`config.mk`:
```
export PLATFORM = sky130hd
export DESIGN_NAME = cla16_adder
export DESIGN_NICKNAME = d
export VERILOG_FILES = /design/src/rtl/cla_pkg.sv /design/src/rtl/cla_lookahead_unit.sv /design/src/rtl/cla_group.sv /design/src/rtl/cla16_adder.sv
export SDC_FILE = /design/constraint.sdc
export NUM_CORES = 1
export LEC_CHECK = 0
export ABC_CLOCK_PERIOD_IN_PS = 1860
export BUFFER_PORTS_ARGS = -buffer_cell sky130_fd_sc_hd__buf_2
export CAP_MARGIN = 15
export CORE_AREA = 2 2 56 58
export DETAILED_ROUTE_END_ITERATION = 8
export DIE_AREA = 0 0 58 60
export PLACE_DENSITY = 0.77
export SLEW_MARGIN = 20
export SYNTH_ARGS = -nofsm -noshare
export SYNTH_HDL_FRONTEND = slang
export SYNTH_SLANG_ARGS = --single-unit
export TNS_END_PERCENT = 50
```
`constraint.sdc`:
```
create_clock -name vclk -period 1.86
set_input_delay 0.093 -clock vclk [all_inputs]
set_output_delay 0.093 -clock vclk [all_outputs]
set_load 0.05 [all_outputs]
```
`src/rtl/cla_pkg.sv`:
```
`timescale 1ns/1ps
package cla_pkg;
  // Upper bound on the number of terms one lookahead unit can combine.
  localparam int MAXN = 16;

  // Fully expanded lookahead: the carry into position pos is built from
  // generate/propagate terms and the carry-in, with no dependency on
  // any other carry.
  function automatic logic carry_at(input logic [MAXN-1:0] g,
                                    input logic [MAXN-1:0] p,
                                    input logic            cin,
                                    input int              pos);
    logic acc;
    logic run;
    acc = 1'b0;
    for (int j = 0; j <= pos; j++) begin
      run = (j == 0) ? cin : g[j-1];
      for (int k = j; k < pos; k++) begin
        run = run & p[k];
      end
      acc = acc | run;
    end
    return acc;
  endfunction

  function automatic logic all_prop(input logic [MAXN-1:0] p, input int n);
    logic r;
    r = 1'b1;
    for (int k = 0; k < n; k++) r = r & p[k];
    return r;
  endfunction
endpackage

```
`src/rtl/cla_lookahead_unit.sv`:
```
`timescale 1ns/1ps
module cla_lookahead_unit #(
  parameter int N = 4
) (
  input  logic [N-1:0] gen_i,
  input  logic [N-1:0] prop_i,
  input  logic         cin,
  output logic [N-1:0] carry_o,
  output logic         gen_all_o,
  output logic         prop_all_o
);
  import cla_pkg::*;

  logic [MAXN-1:0] g_pad;
  logic [MAXN-1:0] p_pad;

  assign g_pad = {{(MAXN-N){1'b0}}, gen_i};
  assign p_pad = {{(MAXN-N){1'b0}}, prop_i};

  genvar i;
  generate
    for (i = 0; i < N; i++) begin : g_carry
      assign carry_o[i] = carry_at(g_pad, p_pad, cin, i);
    end
  endgenerate

  assign gen_all_o  = carry_at(g_pad, p_pad, 1'b0, N);
  assign prop_all_o = all_prop(p_pad, N);
endmodule

```
`src/rtl/cla_group.sv`:
```
`timescale 1ns/1ps
module cla_group #(
  parameter int GW = 4
) (
  input  logic [GW-1:0] a_i,
  input  logic [GW-1:0] b_i,
  input  logic          cin,
  output logic [GW-1:0] sum_o,
  output logic          gen_o,
  output logic          prop_o
);
  logic [GW-1:0] bit_gen;
  logic [GW-1:0] bit_prop;
  logic [GW-1:0] bit_carry;

  assign bit_gen  = a_i & b_i;
  assign bit_prop = a_i | b_i;

  cla_lookahead_unit #(.N(GW)) u_bit_la (
    .gen_i      (bit_gen),
    .prop_i     (bit_prop),
    .cin        (cin),
    .carry_o    (bit_carry),
    .gen_all_o  (gen_o),
    .prop_all_o (prop_o)
  );

  // The OR-form propagate is not usable for the sum; use XOR directly.
  assign sum_o = a_i ^ b_i ^ bit_carry;
endmodule

```
`src/rtl/cla16_adder.sv`:
```
`timescale 1ns/1ps
module cla16_adder #(
  parameter int GW = 4,
  parameter int NG = 4
) (
  input  logic [GW*NG-1:0] a_i,
  input  logic [GW*NG-1:0] b_i,
  input  logic             carry_in,
  output logic [GW*NG-1:0] sum_o,
  output logic             carry_out,
  output logic             grp_gen_o,
  output logic             grp_prop_o
);
  import cla_pkg::*;
  localparam int WIDTH = GW * NG;

  logic [NG-1:0] grp_gen;
  logic [NG-1:0] grp_prop;
  logic [NG-1:0] grp_carry;   // carry into each group, brought out for checks

  genvar k;
  generate
    for (k = 0; k < NG; k++) begin : g_grp
      cla_group #(.GW(GW)) u_grp (
        .a_i    (a_i[k*GW +: GW]),
        .b_i    (b_i[k*GW +: GW]),
        .cin    (grp_carry[k]),
        .sum_o  (sum_o[k*GW +: GW]),
        .gen_o  (grp_gen[k]),
        .prop_o (grp_prop[k])
      );
    end
  endgenerate

  cla_lookahead_unit #(.N(NG)) u_grp_la (
    .gen_i      (grp_gen),
    .prop_i     (grp_prop),
    .cin        (carry_in),
    .carry_o    (grp_carry),
    .gen_all_o  (grp_gen_o),
    .prop_all_o (grp_prop_o)
  );

  assign carry_out = carry_at({{(MAXN-NG){1'b0}}, grp_gen},
                              {{(MAXN-NG){1'b0}}, grp_prop}, carry_in, NG);
endmodule

```
Yosys cells after proc, flatten, opt, wreduce, memory -nomap -nowiden
Index checks and enable logic that the tools add are counted.
W data, S select, Z words.
- register bits after elaboration: 0
- output and inout port bits: 19
- bitwise operators: 126
- operators by type and width (cell ; number):
    $and A1 B1 Y1 ; 61
    $or A1 B1 Y1 ; 49
    $xor A4 B4 Y4 ; 8
    $and A4 B4 Y4 ; 4
    $or A4 B4 Y4 ; 4

Logic depth before layout (Yosys ltp)
Gate-level depths: netlist of the first run.
- depth after elaboration: 19
- depth in mapped cells: 9
- gate-level depth less buffers: 9

By module
From an unflattened synthesis of the first run, not the netlist that was laid out.
- cells, all modules: 156
- area, all modules: 1072.3 um^2
- modules (own cells, without submodules) (module ; instances ; cells each ; area each (um^2)):
    cla_group ; 4 ; 24 ; 180.2
    cla_lookahead_unit ; 5 ; 11 ; 65.1
    cla16_adder ; 1 ; 5 ; 26.3

Least setup slack after synthesis of the first run
No wires, ideal clock.
- path type: in2out
- from: in a_i[1]
- to: out sum_o[11]
- data arrival time: 2.212 ns
- path slack: -0.445 ns
- cell stages on the path: 8
- cells stage by stage: inv_1 > ha_1 > nor3_1 > nand2_1 > nand3_1 > a21oi_1 > and3_1 > a211oi_1
- cells in the longest elaborated chain, start to end: 17
- elaborated cells on any way between the ends: 25
- those cells by class: bitwise: 25
- ends and longest elaborated chain (what ; line ; RTL):
    start, declared ; cla16_adder.sv:6 ; input logic [GW*NG-1:0] a_i,
    $or A4 B4 Y4 ; cla_group.sv:17 ; assign bit_prop = a_i | b_i;
    $and A1 B1 Y1 (3 in series) ; cla_pkg.sv:19 ; run = run & p[k];
    $or A1 B1 Y1 (3 in series) ; cla_pkg.sv:21 ; acc = acc | run;
    $and A1 B1 Y1 ; cla_pkg.sv:19 ;
    $or A1 B1 Y1 * (2 in series) ; cla_pkg.sv:21 ;
    $and A1 B1 Y1 * (3 in series) ; cla_pkg.sv:19 ;
    $or A1 B1 Y1 * (3 in series) ; cla_pkg.sv:21 ;
    $xor A4 B4 Y4 * ; cla_group.sv:29 ; assign sum_o = a_i ^ b_i ^ bit_carry;
    end, declared ; cla16_adder.sv:9 ; output logic [GW*NG-1:0] sum_o,
Mark *: on every way between the ends. The rest lies on a longest branch, timed or not.

Worst setup path in the final report of the first run
- from: in b_i[3]
- to: out sum_o[13]
- cells in the longest elaborated chain, start to end: 13
- elaborated cells on any way between the ends: 20
- those cells by class: bitwise: 20
- ends and longest elaborated chain (what ; line ; RTL):
    start, declared ; cla16_adder.sv:7 ; input logic [GW*NG-1:0] b_i,
    $or A4 B4 Y4 ; cla_group.sv:17 ;
    $and A1 B1 Y1 ; cla_pkg.sv:19 ;
    $or A1 B1 Y1 (3 in series) ; cla_pkg.sv:21 ;
    $and A1 B1 Y1 (2 in series) ; cla_pkg.sv:19 ;
    $or A1 B1 Y1 * (3 in series) ; cla_pkg.sv:21 ;
    $and A1 B1 Y1 * ; cla_pkg.sv:19 ;
    $or A1 B1 Y1 * ; cla_pkg.sv:21 ;
    $xor A4 B4 Y4 * ; cla_group.sv:29 ;
Marked as above.

==> results, run 1 <==
- The final-stage net count is between 200 and 300.
- There are 0 flip-flops and latches.
- The post-synthesis compound-gate area fraction is around a fifth.
- After synthesis, the largest family of logic cells by area is adder cells.
- The share of synthesized area in the top cell type comes to 36.70%.
- The detailed router's first-iteration violation count is 28.
- The flow ran to the end, but the final reports show violations.
- The share of the synthesized netlist area taken by xor and xnor gates is ~8.8%.
- The placed instances occupy a cell area of ~1700 sq um.
- From synthesis to final layout, the design area changed by 94.04%.
- The floorplan step set the die width to 58 um.
- The finished layout holds 260 standard cells, fillers aside.
- Summed over all failing endpoints, the final setup total negative slack is -401.7 ps.
- The core region is between 2000 and 3000 sq um.
- In this run the count of I/O pins placed on the die edge is between 50 and 60.
- The die covers between 3000 and 4000 sq um.
- By area the synthesized netlist is led by ha_1 37%, inv_1 14%, fa_1 7.3%.
- In the final layout, the share of cells above drive strength 1 is 61.67%.
- The worst min-delay path class is primary input to primary output.
- The initial antenna violation count came to 0.
- The sequential cell area in the final layout is 0 sq um.
- The area of the mapped netlist is between 1000 and 1500 sq um.
- The final critical-path required period is just under 2000 ps.
- At the worst endpoint, the required time is 1770 ps.
- The first-pass iteration count of the detailed router is 4.
- The share of the Yosys chip area taken by registers is 0%.
- The checks that failed: setup timing.
- The completed layout was analyzed and its total power is 0.9796 mW.
- The via count of the first global-routing pass came to between 1000 and 1500.
- The number of antenna diodes is 0.
- The final number of setup-violating endpoints is 7.
- Summing the areas of all and, or, nand and nor instances in the mapped netlist gives between 10% and 20% of the synthesized area.
- For the pin with the worst max-slew slack, the measured transition is between 400 and 500 ps.
- The average instance in the mapped netlist occupies roughly 7.5 sq um.
- Entering global routing, the biggest net connects 5 pins.
- The count of unresolved DRC violations after routing is 0.
- The initialized floorplan defines 20 standard-cell rows.
- The starting density of the core is about 38%.
- The number of pins with negative max-slew slack in the final report is 0.
- The routed length per instance is between 10 and 15 um.
- The dominant cell type by area after synthesis is ha_1.
- The final design utilization is between 70% and 80%.
- The via count is 1213.
- The endpoint arrival time on the critical path is between 1500 and 2000 ps.
- The number of nets with antenna violations after detailed routing is 0.
- The finished cells cover between 2000 and 2500 sq um.
- Setup repair after global routing could not meet its margin everywhere.
- Static timing analysis puts the maximum clock frequency at 0.5111 GHz.
- For this run, the number of Yosys warnings is 0.
- The maximum resistive drop on vdd is 0.3545 mV.
- The post-detailed-routing wire length is between 3 and 4 mm.
- The adder-cell area share of the yosys netlist is between 40% and 50%.
- The biggest fanout along the worst timing path is 4.
- Headroom to the max-slew limit came out at approximately two thirds.
- The clock buffers instantiated in the layout total 0.
- STA classifies the critical path endpoint as a primary output.
- The most used standard cell by instance count after synthesis is inv_1.
- The category of the most critical setup path is primary input to primary output.
- The synthesized instance count is 145.
- The number of distinct library cells after synthesis is 34.
- The leakage power total is ~1.1 nW.
- The routability congestion estimate from global placement is roughly 0.76.
- The fraction of synthesized area in multiplexers is less than 1%.
- The worst setup margin is -96.66 ps.
- The post-synthesis net count is between 200 and 250.
- The minimum hold slack is 671.6 ps.
- The total power per unit cell area is about 460 nW/um^2.
- For this run, the total global-route usage over all layers was measured as a little under a fifth.
- The final worst-path cycle share is 105.2%.
- The tool flagged a number of max-cap violations equal to 0.
- The commonest cells after synthesis are 41 x inv_1, 32 x ha_1, 9 x a21oi_1, 9 x nor2_1, 7 x xor2_1.
- The count of port buffers added during placement is 52.
- Prior to clock tree synthesis, the placed netlist has a worst setup slack of -244.2 ps.
- The die is 60 um tall.
- The total placed cells including tap cells is ~260.
- The average via count per standard cell is approximately 4.7.
- Once detailed placement completed, the half-perimeter wirelength came to between 2 and 2.5 mm.
- The element type at the critical path start is a primary input.
- The wire length of the first global-routing pass is roughly 5 mm.
- The overflow left after global routing is 0.
- The count of endpoints failing hold in the final timing report is 0.
==> logic make-up (layout without fill, tap and decap cells) <==
kind of cell,Yosys count,after routing
adders and majority gates,36,36
and+or+nand+nor,24,24
AOI/OAI and AO/OA,29,29
muxes,1,1
buffers and inverters,44,126
xor gates and xnor gates,11,11
==> worst max-delay path: stages <==
cell	delay, ps
buf_2	110
inv_2	60
ha_4	150
inv_2	50
a21oi_4	180
a31oi_2	120
a211o_4	350
fa_2	390
xor2_4	190
buf_6	160
==> per-layer routing <==
layer  GRT usage [%]  wire (um)  part of all wire (%)
met5               0          0                     0
met4               0          0                     0
met3          0.8658        133                   4.0
met2           37.66       2021                    60
met1           21.09       1198                    36
==> path summary, 6_finish.rpt <==
check,cells after the start,endpoint,start
max,10,sum_o[13],b_i[3]
min,3,sum_o[12],b_i[12]
==> layout make-up <==
type	instances	area, sq um
inverters	44	167.7
fillers	219	785.8
well taps	33	41.29
multi-input cells	101	1274
repair buffers	82	634.4
==> layout by cell type, fill, tap and decap left out, drive strengths merged, types with 3 or more instances in the layout <==
cell type / count
nor2: 9
o31ai: 3
xnor2: 4
nor4: 4
ha: 32
buf: 80
fa: 4
a21oi: 10
inv: 44
o21ai: 3
a21o: 3
xor2: 7
==> power by group <==
part	leakage, nW	switching, mW	internal [mW]
Clock	0	0	0
Sequential	0	0	0
Combinational	1.07	0.583	0.397
Total	1.07	0.583	0.397
==> what timing repair did <==
item                                    CTS  global route
hold buffers                              0             0
endpoints found under the hold margin     0             0
endpoints found under the setup margin   12            12
cloned                                    0             0
pin swaps                                24             9
resized for setup                        72            28
setup buffers                             2             3
Power figures use the tool's default switching activity.
==> inputs of run 2 (changes only) <==
Settings changed: CORE_AREA 2 2 56 58 to 2 2 53 55, DIE_AREA 0 0 58 60 to 0 0 55 57, PLACE_DENSITY 0.77 to 0.84, RECOVER_POWER set to 25.
==> run 2 against run 1 <==
Net effect: the flow still finishes with violations (setup timing); die area fell by 9.9%; combinational power shrank 2%; hold slack lost 5.4 ps; final area decreased by 2.3%; non-clock buffer count increased by 3; routed wire length decreased by 0.18%; critical path depth down 1; clock-buffer cell count unchanged; sequential share of layout area stayed put; total power is 1.5% lower; critical path type unchanged; largest cell class unchanged; largest power group unchanged; highest routed layer is now met4.
==> results, run 2 (same netlist as run 1, synthesis figures left out) <==
- The count of unresolved DRC violations after routing is 0.
- For this configuration, the core starts out at a cell density of 41.72%.
- Dividing the final minimum period by the clock period gives 106.5%.
- The worst min-delay path class is primary input to primary output.
- Once layout is done, the placed cells without fillers occupy around 2100 sq um.
- The proportion of layout cells with a drive suffix above 1 is roughly 61%.
- Max-cap violations in this run came to 0.
- The post-detailed-routing wire length is about 3.3 mm.
- The sequential cell area in the final layout is 0 sq um.
- The biggest fanout along the worst timing path is 4.
- The slew at the pin with the worst max-slew slack is 611.7 ps.
- For this design the top-level I/O count stands at 52.
- In this run the remaining antenna-violating nets after routing total 0.
- The count of endpoints failing hold in the final timing report is 0.
- For this run, the post-layout net count is 301.
- The routed layout has approximately 1300 vias.
- The number of antenna diodes is 0.
- The maximum number of pins on one net before global-route repair is 5.
- The aggregate negative setup slack is -438.8 ps.
- Global routing used about a fifth of the available tracks.
- STA classifies the critical path endpoint as a primary output.
- The via count of the first global-routing pass is 1221.
- The library cell used most frequently in the layout, excluding fill and tap cells, is buf_4.
- The leakage power total is roughly 1.1 nW.
- Setup repair after global routing could not meet its margin everywhere.
- The total power per unit cell area is between 400 and 500 nW/um^2.
- The wire length of the first global-routing pass is roughly 4.6 mm.
- The number of pins with negative max-slew slack in the final report was 0.
- The total of hold buffers inserted after clock tree synthesis is 0.
- The worst path in the final design needs a cycle of slightly below 2000 ps, including I/O delays and setup.
- The area of the die is ~3100 sq um.
- The average via count per standard cell is ~4.8.
- The clock buffer count is 0.
- The flow ran to the end, but the final reports show violations.
- The core region is around 2600 sq um.
- Compared with the post-synthesis result, the final layout area differs by 89.56%.
- For this run the aggregate overflow at the end of global routing stands at 0.
- The required time of the critical path is between 1500 and 2000 ps.
- The vertical extent of the die is roughly 57 um.
- Routability-driven placement finished with a final weighted congestion of 0.8391.
- The initial antenna violation count is 0.
- The worst setup path is launched from a primary input.
- In this run the cell area measured after placement is roughly 1700 sq um.
- The first-pass iteration count of the detailed router is 4.
- In this run the horizontal extent of the chip is roughly 55 um.
- Data arrives at the worst endpoint at ~1900 ps.
- The library cells used most frequently in the layout, excluding fill and tap cells, are 35 x buf_4, 34 x buf_2, 24 x inv_1.
- The fmax is around 0.50 GHz.
- The checks that failed: setup timing.
- The routed length per instance is 12.82 um.
- The floorplan row count is 19.
- During placement, the flow inserted port buffers numbering 52.
- Measured against its own limit, the worst slew margin works out to about three fifths.
- VDD sags by at most 0.4511 mV.
- After legalization and detailed placement, the total HPWL measured ~2.3 mm.
- The worst setup path is of the primary input to primary output kind.
- In the post-route analysis, the smallest setup slack over all paths is -120.3 ps.
- Setup violations remaining at the end of the flow were counted as 8.
- The design has 0 sequential cells.
- The detailed router finished its first iteration with 14 violations.
==> run 2: changes by cell type in the layout (fill, tap and decap cells not counted), moves of 3 or more <==
cell   previous run  this run
buf_4            30        35
buf_6            15        10
buf_2            31        34
inv_2            19        16
inv_4             1         4
==> run 2: power breakdown <==
part	total, mW	internal (mW)	switching [mW]
Combinational	0.965	0.387	0.578
Clock	0	0	0
Sequential	0	0	0
Total	0.965	0.387	0.578
==> run 2: final cells by class <==
class / instances / area, sq um
Tap cell: 31 / 38.79
Multi-Input combinational cell: 101 / 1241
Fill cell: 172 / 546.8
Timing Repair Buffer: 85 / 613.1
Inverter: 44 / 175.2
==> run 2: worst max-delay path: stages <==
cell,delay (ps)
buf_6,100
ha_4,150
nor2b_4,130
o21ai_4,170
a31oi_1,120
a211o_2,370
fa_2,400
xor2_4,190
buf_6,150
==> run 2: through the flow <==
stage                     util [%]  std cells  setup WS, ps  total power, mW  hold WS, ps
after detailed placement     63.44        254        -257.7           0.7816        719.1
after floorplan                  -        145        -124.5           0.5745        545.4
after CTS                    73.21        256        -100.1           0.9017        662.2
after global placement       63.44        254        -233.7           0.7708        715.7
after global routing         79.09        261        -218.7            1.022        693.3
final                        79.09        261        -120.3           0.9650        666.2
==> run 2: path summary, 6_finish.rpt <==
kind	startpoint	to	slack [ps]	depth (start not counted)
max	b_i[0]	sum_o[13]	-120	9
min	b_i[12]	sum_o[12]	670	3
==> run 2: per-layer routing <==
| metal | up-vias | share of wire (%) | global-route usage, % |
|---|---|---|---|
| met4 | 0 | 0.90 | 2.439 |
| met2 | 31 | 60 | 40.31 |
| met3 | 4 | 2.7 | 0.7853 |
| met1 | 598 | 36 | 19.90 |
| li1 | 632 | - | - |
| met5 | - | 0 | 0 |
==> run 2: repair_timing <==
item,in CTS,in global routing
endpoints found under the setup margin,11,12
resized for setup,59,32
buffers inserted,2,5
pin swaps,19,19
